==> config.mk <==
export PLATFORM = sky130hd
export DESIGN_NAME = cam_ctrl_regs
export DESIGN_NICKNAME = d
export VERILOG_FILES = /design/src/rtl/cam_regs_pkg.sv /design/src/rtl/cam_rst_sync.sv /design/src/rtl/cam_slot_lane.sv /design/src/rtl/cam_irq_gen.sv /design/src/rtl/cam_ctrl_regs.sv
export SDC_FILE = /design/constraint.sdc
export NUM_CORES = 1
export LEC_CHECK = 0
export CAP_MARGIN = 5
export CORE_AREA = 2 2 60 62
export CTS_BUF_LIST = sky130_fd_sc_hd__clkbuf_16
export DETAILED_ROUTE_END_ITERATION = 7
export DIE_AREA = 0 0 62 64
export PLACE_DENSITY = 0.78
export SLEW_MARGIN = 20
export SYNTH_ARGS = -nofsm -noshare
export SYNTH_HDL_FRONTEND = slang
export SYNTH_SLANG_ARGS = --single-unit
==> constraint.sdc <==
create_clock -name clk -period 1.7 [get_ports clk]
set_clock_uncertainty 0.05 [all_clocks]
set_input_delay 0.34 -clock clk [delete_from_list [all_inputs] [get_ports clk]]
set_output_delay 0.34 -clock clk [all_outputs]
set_load 0.01 [all_outputs]
==> src/rtl/cam_regs_pkg.sv <==
package cam_regs_pkg;

  localparam int unsigned LANE_W     = 8;
  localparam int unsigned IRQ_EN_BIT = 7;

  // Lane layout, bit 6 down to bit 0
  typedef struct packed {
    logic ovc;
    logic err;
    logic rdy;
    logic byp;
    logic rst;
    logic pres;
    logic chg;
  } lane_bits_t;

  localparam int unsigned LANE_USED = $bits(lane_bits_t);

  typedef struct packed {
    logic ovc;
    logic err;
    logic rdy;
    logic pres;
  } slot_in_t;

  typedef enum logic [1:0] {
    ST_NONE    = 2'b00,
    ST_PRESENT = 2'b01,
    ST_READY   = 2'b11
  } slot_state_e;

endpackage

==> src/rtl/cam_rst_sync.sv <==
module cam_rst_sync #(
  parameter int unsigned STAGES = 2
) (
  input  logic clk,
  input  logic rst_n,
  output logic rst_sync_n
);

  logic [STAGES-1:0] sync_q;
  logic [STAGES-1:0] sync_d;

  always_comb begin
    sync_d = {sync_q[STAGES-2:0], 1'b1};
  end

  always_ff @(posedge clk or negedge rst_n) begin
    if (!rst_n) begin
      sync_q <= '0;
    end else begin
      sync_q <= sync_d;
    end
  end

  assign rst_sync_n = sync_q[STAGES-1];

endmodule

==> src/rtl/cam_slot_lane.sv <==
module cam_slot_lane
  import cam_regs_pkg::*;
#(
  parameter int unsigned RST_CYCLES = 4
) (
  input  logic        clk,
  input  logic        rst_n,
  input  lane_bits_t  set_i,
  input  lane_bits_t  clr_i,
  input  logic        in_pres,
  input  logic        in_rdy,
  input  logic        in_err,
  input  logic        in_ovc,
  output lane_bits_t  lane_o,
  output logic        rst_o,
  output logic        byp_o,
  output logic [1:0]  status_o
);

  localparam int unsigned    CNT_W    = $clog2(RST_CYCLES + 1);
  localparam logic [CNT_W-1:0] CNT_LOAD = CNT_W'(RST_CYCLES);
  localparam logic [CNT_W-1:0] CNT_ONE  = CNT_W'(1);

  slot_in_t          cur;
  slot_in_t          prev_q, prev_d;
  logic [CNT_W-1:0]  cnt_q, cnt_d;
  logic              cnt_en;
  logic              byp_q, byp_d, byp_en;
  logic              rdy_q, rdy_d;
  logic              chg_q, chg_d;
  logic              evt;
  logic              pulse_on;

  assign cur      = '{ovc: in_ovc, err: in_err, rdy: in_rdy, pres: in_pres};
  assign pulse_on = (cnt_q != '0);

  // Next-state logic
  always_comb begin
    prev_d = cur;
    evt    = |(cur ^ prev_q);

    // Reset pulse counter: start wins, abort next, then count down
    cnt_en = 1'b1;
    if (set_i.rst) begin
      cnt_d = CNT_LOAD;
    end else if (clr_i.rst) begin
      cnt_d = '0;
    end else if (pulse_on) begin
      cnt_d = cnt_q - CNT_ONE;
    end else begin
      cnt_d  = cnt_q;
      cnt_en = 1'b0;
    end

    // Bypass control
    byp_en = set_i.byp | clr_i.byp;
    byp_d  = set_i.byp;

    // Ready is qualified by the absence of a pulse
    rdy_d = in_rdy & ~pulse_on & ~set_i.rst;

    // Sticky status change; a new event beats the clear
    chg_d = evt | (chg_q & ~clr_i.chg);
  end

  // State registers
  always_ff @(posedge clk or negedge rst_n) begin
    if (!rst_n) begin
      prev_q <= '0;
      cnt_q  <= '0;
      byp_q  <= 1'b1;
      rdy_q  <= 1'b0;
      chg_q  <= 1'b0;
    end else begin
      prev_q <= prev_d;
      if (cnt_en) cnt_q <= cnt_d;
      if (byp_en) byp_q <= byp_d;
      rdy_q  <= rdy_d;
      chg_q  <= chg_d;
    end
  end

  always_comb begin
    lane_o      = '0;
    lane_o.ovc  = prev_q.ovc;
    lane_o.err  = prev_q.err;
    lane_o.rdy  = rdy_q;
    lane_o.byp  = byp_q;
    lane_o.rst  = pulse_on;
    lane_o.pres = prev_q.pres;
    lane_o.chg  = chg_q;
  end

  assign rst_o = pulse_on;
  assign byp_o = byp_q;

  always_comb begin
    if (rdy_q)            status_o = ST_READY;
    else if (prev_q.pres) status_o = ST_PRESENT;
    else                  status_o = ST_NONE;
  end

  // Assertions
  assert_pulse_ends_R4: assert property (@(posedge clk) disable iff (!rst_n)
    (rst_o && cnt_q == CNT_ONE && !set_i.rst && !clr_i.rst) |=> !rst_o);

  assert_pulse_cause_R4: assert property (@(posedge clk) disable iff (!rst_n)
    $rose(rst_o) |-> $past(set_i.rst));

  assert_ready_hidden_R5: assert property (@(posedge clk) disable iff (!rst_n)
    lane_o.rdy |-> !rst_o);

  assert_bypass_hold_R3: assert property (@(posedge clk) disable iff (!rst_n)
    (!set_i.byp && !clr_i.byp) |=> $stable(byp_o));

  assert_change_sticky_R7: assert property (@(posedge clk) disable iff (!rst_n)
    (lane_o.chg && !clr_i.chg) |=> lane_o.chg);

  assert_change_event_R7: assert property (@(posedge clk) disable iff (!rst_n)
    (in_pres != lane_o.pres || in_err != lane_o.err || in_ovc != lane_o.ovc)
      |=> lane_o.chg);

  assert_set_no_change_R7: assert property (@(posedge clk) disable iff (!rst_n)
    (set_i.chg && !lane_o.chg && $stable(in_pres) && $stable(in_rdy)
     && $stable(in_err) && $stable(in_ovc)) |=> !lane_o.chg);

  assert_mirror_writes_R6: assert property (@(posedge clk) disable iff (!rst_n)
    (set_i.pres || set_i.err || set_i.ovc || set_i.rdy ||
     clr_i.pres || clr_i.err || clr_i.ovc || clr_i.rdy)
      |=> (lane_o.pres == $past(in_pres) && lane_o.err == $past(in_err)
           && lane_o.ovc == $past(in_ovc)));

endmodule

==> src/rtl/cam_irq_gen.sv <==
module cam_irq_gen #(
  parameter int unsigned NUM_SRC = 2
) (
  input  logic               clk,
  input  logic               rst_n,
  input  logic               en_set,
  input  logic               en_clr,
  input  logic [NUM_SRC-1:0] chg_vec,
  output logic               en_o,
  output logic               irq_o
);

  logic en_q, en_d, en_we;

  always_comb begin
    en_we = en_set | en_clr;
    en_d  = en_set;
  end

  always_ff @(posedge clk or negedge rst_n) begin
    if (!rst_n) begin
      en_q <= 1'b0;
    end else begin
      if (en_we) en_q <= en_d;
    end
  end

  assign en_o  = en_q;
  assign irq_o = en_q & (|chg_vec);

  assert_mask_drop_R8: assert property (@(posedge clk) disable iff (!rst_n)
    (en_clr && !en_set) |=> !irq_o);

  assert_irq_source_R8: assert property (@(posedge clk) disable iff (!rst_n)
    $rose(irq_o) |-> (|chg_vec));

endmodule

==> src/rtl/cam_ctrl_regs.sv <==
module cam_ctrl_regs
  import cam_regs_pkg::*;
#(
  parameter int unsigned ADDR_W     = 16,
  parameter int unsigned DATA_W     = 16,
  parameter logic [ADDR_W-1:0] SET_OFS = ADDR_W'('h4980),
  parameter logic [ADDR_W-1:0] CLR_OFS = ADDR_W'('h4982),
  parameter int unsigned RST_CYCLES = 4
) (
  input  logic              clk,
  input  logic              rst_n,
  input  logic              bus_we,
  input  logic [ADDR_W-1:0] bus_addr,
  input  logic [DATA_W-1:0] bus_wdata,
  output logic [DATA_W-1:0] bus_rdata,
  input  logic [1:0]        slot_present,
  input  logic [1:0]        slot_ready,
  input  logic [1:0]        slot_error,
  input  logic [1:0]        slot_ovc,
  output logic [1:0]        slot_reset,
  output logic [1:0]        slot_bypass,
  output logic [3:0]        slot_status,
  output logic              irq
);

  localparam int unsigned NUM_SLOTS = DATA_W / LANE_W;

  logic                 rst_i_n;
  logic                 hit_set, hit_clr, hit_any;
  logic [DATA_W-1:0]    set_vec, clr_vec;
  logic [DATA_W-1:0]    word;
  logic [NUM_SLOTS-1:0] chg_vec;
  logic [NUM_SLOTS-1:0] rsv_wr, rsv_rd;
  logic                 irq_en;

  cam_rst_sync #(.STAGES(2)) u_rst_sync (
    .clk        (clk),
    .rst_n      (rst_n),
    .rst_sync_n (rst_i_n)
  );

  // Address decode
  always_comb begin
    hit_set = (bus_addr == SET_OFS);
    hit_clr = (bus_addr == CLR_OFS);
    hit_any = hit_set | hit_clr;
    set_vec = (bus_we && hit_set) ? bus_wdata : '0;
    clr_vec = (bus_we && hit_clr) ? bus_wdata : '0;
  end

  for (genvar s = 0; s < NUM_SLOTS; s++) begin : g_lane
    lane_bits_t lane_set, lane_clr, lane_val;
    logic [1:0] lane_st;
    logic       lane_rst, lane_byp;

    assign lane_set = lane_bits_t'(set_vec[s*LANE_W +: LANE_USED]);
    assign lane_clr = lane_bits_t'(clr_vec[s*LANE_W +: LANE_USED]);

    cam_slot_lane #(.RST_CYCLES(RST_CYCLES)) u_lane (
      .clk      (clk),
      .rst_n    (rst_i_n),
      .set_i    (lane_set),
      .clr_i    (lane_clr),
      .in_pres  (slot_present[s]),
      .in_rdy   (slot_ready[s]),
      .in_err   (slot_error[s]),
      .in_ovc   (slot_ovc[s]),
      .lane_o   (lane_val),
      .rst_o    (lane_rst),
      .byp_o    (lane_byp),
      .status_o (lane_st)
    );

    assign word[s*LANE_W +: LANE_USED] = lane_val;
    assign chg_vec[s]                  = lane_val.chg;
    assign slot_reset[s]               = lane_rst;
    assign slot_bypass[s]              = lane_byp;
    assign slot_status[2*s +: 2]       = lane_st;

    if (s == 0) begin : g_en_bit
      assign word[s*LANE_W + IRQ_EN_BIT] = irq_en;
      assign rsv_wr[s] = 1'b0;
      assign rsv_rd[s] = 1'b0;
    end else begin : g_rsv_bit
      assign word[s*LANE_W + IRQ_EN_BIT] = 1'b0;
      assign rsv_wr[s] = set_vec[s*LANE_W + IRQ_EN_BIT] | clr_vec[s*LANE_W + IRQ_EN_BIT];
      assign rsv_rd[s] = word[s*LANE_W + IRQ_EN_BIT];
    end
  end

  cam_irq_gen #(.NUM_SRC(NUM_SLOTS)) u_irq (
    .clk     (clk),
    .rst_n   (rst_i_n),
    .en_set  (set_vec[IRQ_EN_BIT]),
    .en_clr  (clr_vec[IRQ_EN_BIT]),
    .chg_vec (chg_vec),
    .en_o    (irq_en),
    .irq_o   (irq)
  );

  assign bus_rdata = hit_any ? word : '0;

  assert_reserved_R2: assert property (@(posedge clk) disable iff (!rst_i_n)
    (|rsv_wr) |=> !(|rsv_rd));

  assert_other_addr_R1: assert property (@(posedge clk) disable iff (!rst_i_n)
    !hit_any |-> (bus_rdata == '0));

endmodule

# After elaboration in Yosys (flattened, before gate mapping)

Cells that the tools add are included.
W data, S select, Z words.

Logic and storage cells: 73
Input port bits: 43
Output and inout port bits: 25
Flip-flop bits (word level): 23

Bitwise logic cells: 21
Multiplexer cells: 19
Eq/ne operators: 2
Add/subtract/negate cells: 2
Reductions and logical operators: 11

Operators with widths:

| kind                   | number |
|---|---|
| $eq A16 B15 Y1 const B | 2 |
| $mux W12               | 2 |
| $mux W3                | 6 |
| $mux W15               | 1 |
| $reduce_bool A3 Y1     | 4 |
| $mux W1                | 8 |
| $reduce_or A4 Y1       | 2 |
| $xor A4 B4 Y4          | 2 |
| $and A1 B1 Y1          | 7 |
| $not A1 Y1             | 6 |
| $or A1 B1 Y1           | 6 |
| $sub A3 B1 Y3 const B  | 2 |
| $mux W2                | 2 |
| $reduce_and A2 Y1      | 2 |
| $logic_and A1 B1 Y1    | 2 |
| $reduce_or A2 Y1       | 1 |

# Depth between registers and ports, before layout

Depth after elaboration: 6
Mapped depth: 6
Gate-level depth less buffers: 6

# Cells and area by module

From an unflattened synthesis, not the netlist that was laid out.

Cell total of the unflattened synthesis: 157
Area, all modules: 1580.3 um^2

Modules (own cells, without submodules):

| module        | sequential area each (um^2) | times used | area each (um^2) | cells each |
|---|---|---|---|---|
| cam_slot_lane | 251.5                       | 2          | 494.2            | 42 |
| cam_ctrl_regs | 0.0                         | 1          | 494.2            | 66 |
| cam_rst_sync  | 50.0                        | 1          | 53.8             | 3 |
| cam_irq_gen   | 25.0                        | 1          | 43.8             | 4 |

# Worst setup path after synthesis

OpenSTA, ideal clock, no wires.

Kind: input -> output
From: in bus_addr[0]
To: out bus_rdata[0]
Path buffers: 1
Data arrival time: 1251 ps
Slack: 59 ps
Stages: 4
Cell sequence: nor4b_2 -> and4_4 -> clkbuf_1 -> and2_1

Word-level cells in the longest chain between the ends: 3
Elaborated cells between the ends (all ways): 4
Classes of those cells: eq/ne: 2; mux: 1; bitwise: 1

RTL lines:

| what                                     | line                                     | text |
|---|---|---|
| from (decl)                              | cam_ctrl_regs.sv:13                      | `input logic [ADDR_W-1:0] bus_addr,` |
| $eq A16 B15 Y1, on equally long branches | cam_ctrl_regs.sv:44, cam_ctrl_regs.sv:45 |  |
| $or A1 B1 Y1 *                           | cam_ctrl_regs.sv:46                      | `hit_any = hit_set \| hit_clr;` |
| $mux W15 *                               | cam_ctrl_regs.sv:101                     | `assign bus_rdata = hit_any ? word : '0;` |
| to (decl)                                | cam_ctrl_regs.sv:15                      | `output logic [DATA_W-1:0] bus_rdata,` |

Mark *: on every way between the ends. The rest lies on a longest branch, timed or not.

# Final worst setup path

From: in bus_addr[15]
To: out bus_rdata[0]

The elaborated chain is that of the path after synthesis.

==> flow_metrics.tcl <==
set metrics [dict create \
    peakVddDrop_uv 408.8 \
    hold_path.class "in -> async" \
    timing.final.crit_share 1.139 \
    failed_checks "setup timing" \
    initial_core_util 0.3829 \
    drc 0 \
    synth_top_area_cell "dfrtp_1" \
    power.total_mw 2.069 \
    crit_type "in -> out" \
    vias 1141 \
    synth-seq-area-share 0.4597 \
    crit_top_cell "buf_6" \
    synth_top_area_frac 0.4179 \
    ant_nets 0 \
    totalWireLength_mm 3.942 \
    grt_pass1_wl_mm 5.740 \
    crit_path_start_kind "primary input" \
    swShare 0.2989 \
    drt-vias-per-instance 4.754 \
    synth_top_flop_cell "dfrtp_1" \
    ioPinCount 68 \
    slowest_delay_ns 0.37 \
    tns_ns -2.971 \
    synth_top_family_by_area "simple AND/OR/NAND/NOR gates" \
    synth_compound_area_frac 0.03582 \
    die_w_um 62 \
    status "finished, violations left" \
    synthSimpleGateAreaFrac 0.2239 \
    slew_headroom 0.5934 \
    seqPwrFrac 0.344 \
    place_congestion 0.7780 \
    drtIter0Drc 45 \
    mappedNetlistArea_mm2 0.001257 \
    period_needed_ns 1.937 \
    gr-total-overflow 0 \
    dieArea_mm2 0.003968 \
    syn_avg_cell_area_um2 10.93 \
    dpl_worst_slack_ns -0.8491 \
    num_antenna_cells 0 \
    p_switching_uw 618.5 \
    track_usage 0.2104 \
    hold_buffers 0 \
    fmax_ghz 0.5162 \
    syn_nets 162 \
    holdWs_ns 0.1802 \
    grt_pass1_vias 1219 \
    antenna_found_initial 0 \
    synth-xor-area-share 0.06965 \
    cp_cell_sequence "buf_6, nor4b_4, and4_4, buf_6, buf_6, and2_4, buf_6" \
    critical_path.slowest_cell "nor4b_4" \
    area_growth_pct 77.11 \
    clkPwrFrac 0.250 \
    final_cell_mix "28 x buf_6, 21 x dfrtp_1, 20 x clkdlybuf4s50_1" \
    dr.pass1.iters 6 \
    clockRootBuffer "clkbuf_16" \
    clock_sinks 23 \
    cts_buffer_depth 2 \
    fin_nets 242 \
    required_ns 1.31 \
    die_h_um 64 \
    final_common_cell "buf_6" \
    dp_hpwl_mm 2.173 \
    slew_violations 0 \
    async_reset_ff_frac 1.000 \
    cts_buffers 3 \
    grt_max_degree 15 \
    synthAdderAreaFrac 0.03980 \
    insertion_delay_ns 0.26 \
    num_rows 21 \
    synth_seq_cells 23 \
    synth_edf_count 0 \
    maxCapViolCount 0 \
    placeableCoreArea_mm2 0.003284 \
    synth_mux_area_frac 0.05771 \
    setup_ws_ns -0.2371 \
    synth_cell_types 27 \
    power_leakage_nw 1.056 \
    path_max_fanout 4 \
    worstPathArrival_ns 1.55 \
    cts_tree "done" \
    worst_slew_pin_slew_ns 0.6099 \
    port_buffers 57 \
    path_clk_slew_ns 0.06 \
    p_int_mw 1.451 \
    rsz0062_at_grt "yes" \
    setup_viol 22 \
    drive_above_1_share 0.5000 \
    power.density_mw_per_mm2 929.0 \
    hold_viol_final 0 \
    cp-end-kind "output port" \
    wl_per_cell_um 16.43 \
    ys_warn_count 0 \
    htree_levels 1 \
    synth.area.top_cells "dfrtp_1 42%, xnor2_1 5.6%, and2_1 5.0%, buf_4 4.8%, dfstp_2 4.2%" \
    comb_power_share 0.406 \
    synth_cells 115 \
]
[critical path, delay by kind of cell]
kind / cells / cell delay [ns]
simple gates: 3 / 0.82
buf+inv: 4 / 0.39
[state kept, by name, summed over array words and instances, names as in the netlist]
| register | cells |
|---|---|
| g_lane.u_lane.byp_o | 2 |
| g_lane.u_lane.chg_q | 2 |
| g_lane.u_lane.cnt_q | 6 |
| g_lane.u_lane.lane_o | 6 |
| g_lane.u_lane.prev_q | 2 |
| g_lane.u_lane.rdy_q | 2 |
| u_irq.en_o | 1 |
| u_rst_sync.sync_q | 2 |
[layer usage]
metal / up-vias / global-route usage / wire length (um)
met5: - / 0 / 0
li1: 529 / - / -
met3: 11 / 0.03036 / 198
met4: 0 / 0.1569 / 184
met1: 546 / 0.2130 / 1471
met2: 55 / 0.3672 / 2088
[through the flow]
step                      cell area [um^2]  cells    util
final                                 2227    240  0.6781
after floorplan                       1257    115       -
after global placement                1874    218  0.5707
after global routing                  2227    240  0.6781
after CTS                             2155    239  0.6560
after detailed placement              1874    218  0.5707
[power groups by stage]
stage          Combinational [mW]  Sequential (mW)  Clock [mW]
2_1_floorplan               0.419            0.705           0
3_3_place_gp                0.672            0.707           0
3_5_place_dp                0.710            0.716           0
4_1_cts                     0.764            0.704       0.505
5_1_grt                     0.937            0.718       0.544
6_report                    0.841            0.712       0.516
[cells by family after synthesis]
group | Yosys count
other | 2
buffers and inverters | 22
AND/OR/NAND/NOR | 41
AO/OA/AOI/OAI | 6
XOR/XNOR | 10
multiplexers | 7
adder cells (fa/ha/maj) | 4
flip-flops | 23
[what timing repair did]
| item | CTS | global route |
|---|---|---|
| resized for setup | 163 | 19 |
| buffers inserted | 15 | 1 |
| gates cloned | 2 | 0 |
| setup endpoints to repair | 27 | 30 |
| pin swaps | 17 | 7 |
[final cells by class]
| type | instances | area [um^2] |
|---|---|---|
| Fill cell | 247 | 1057 |
| Inverter | 11 | 41.29 |
| Sequential cell | 23 | 578.1 |
| Clock inverter | 1 | 3.754 |
| Clock buffer | 3 | 75.07 |
| Tap cell | 46 | 57.56 |
| Timing Repair Buffer | 84 | 782.0 |
| Multi-Input combinational cell | 72 | 689.4 |
[Yosys cell counts, types with 3 or more instances]
cell     instances
dfrtp_1         21
and2_2           5
and2_1          10
nand4_1          4
ha_1             4
buf_4            8
nor2_1           8
nand3_2          3
mux2i_1          5
inv_1           11
xnor2_1          8
[worst paths after layout]
path | from | end | slack, ns | cells after the start
min in group clk | u_rst_sync.sync_q[0] | u_rst_sync.sync_q[1] | 0.31 | 0
setup / recovery | bus_addr[15] | bus_rdata[0] | -0.24 | 7
hold reg to reg | u_rst_sync.sync_q[1] | g_lane[0].u_lane.cnt_q[2] | 0.20 | 0
setup reg to reg | g_lane[0].u_lane.cnt_q[0] | g_lane[0].u_lane.cnt_q[2] | 0.21 | 7
max in group asynchronous | u_rst_sync.sync_q[1] | g_lane[1].u_lane.lane_o[1] | 0.84 | 1
hold / removal | rst_n | u_rst_sync.sync_q[1] | 0.18 | 1
Note: power is estimated with default switching activity, not from simulation.
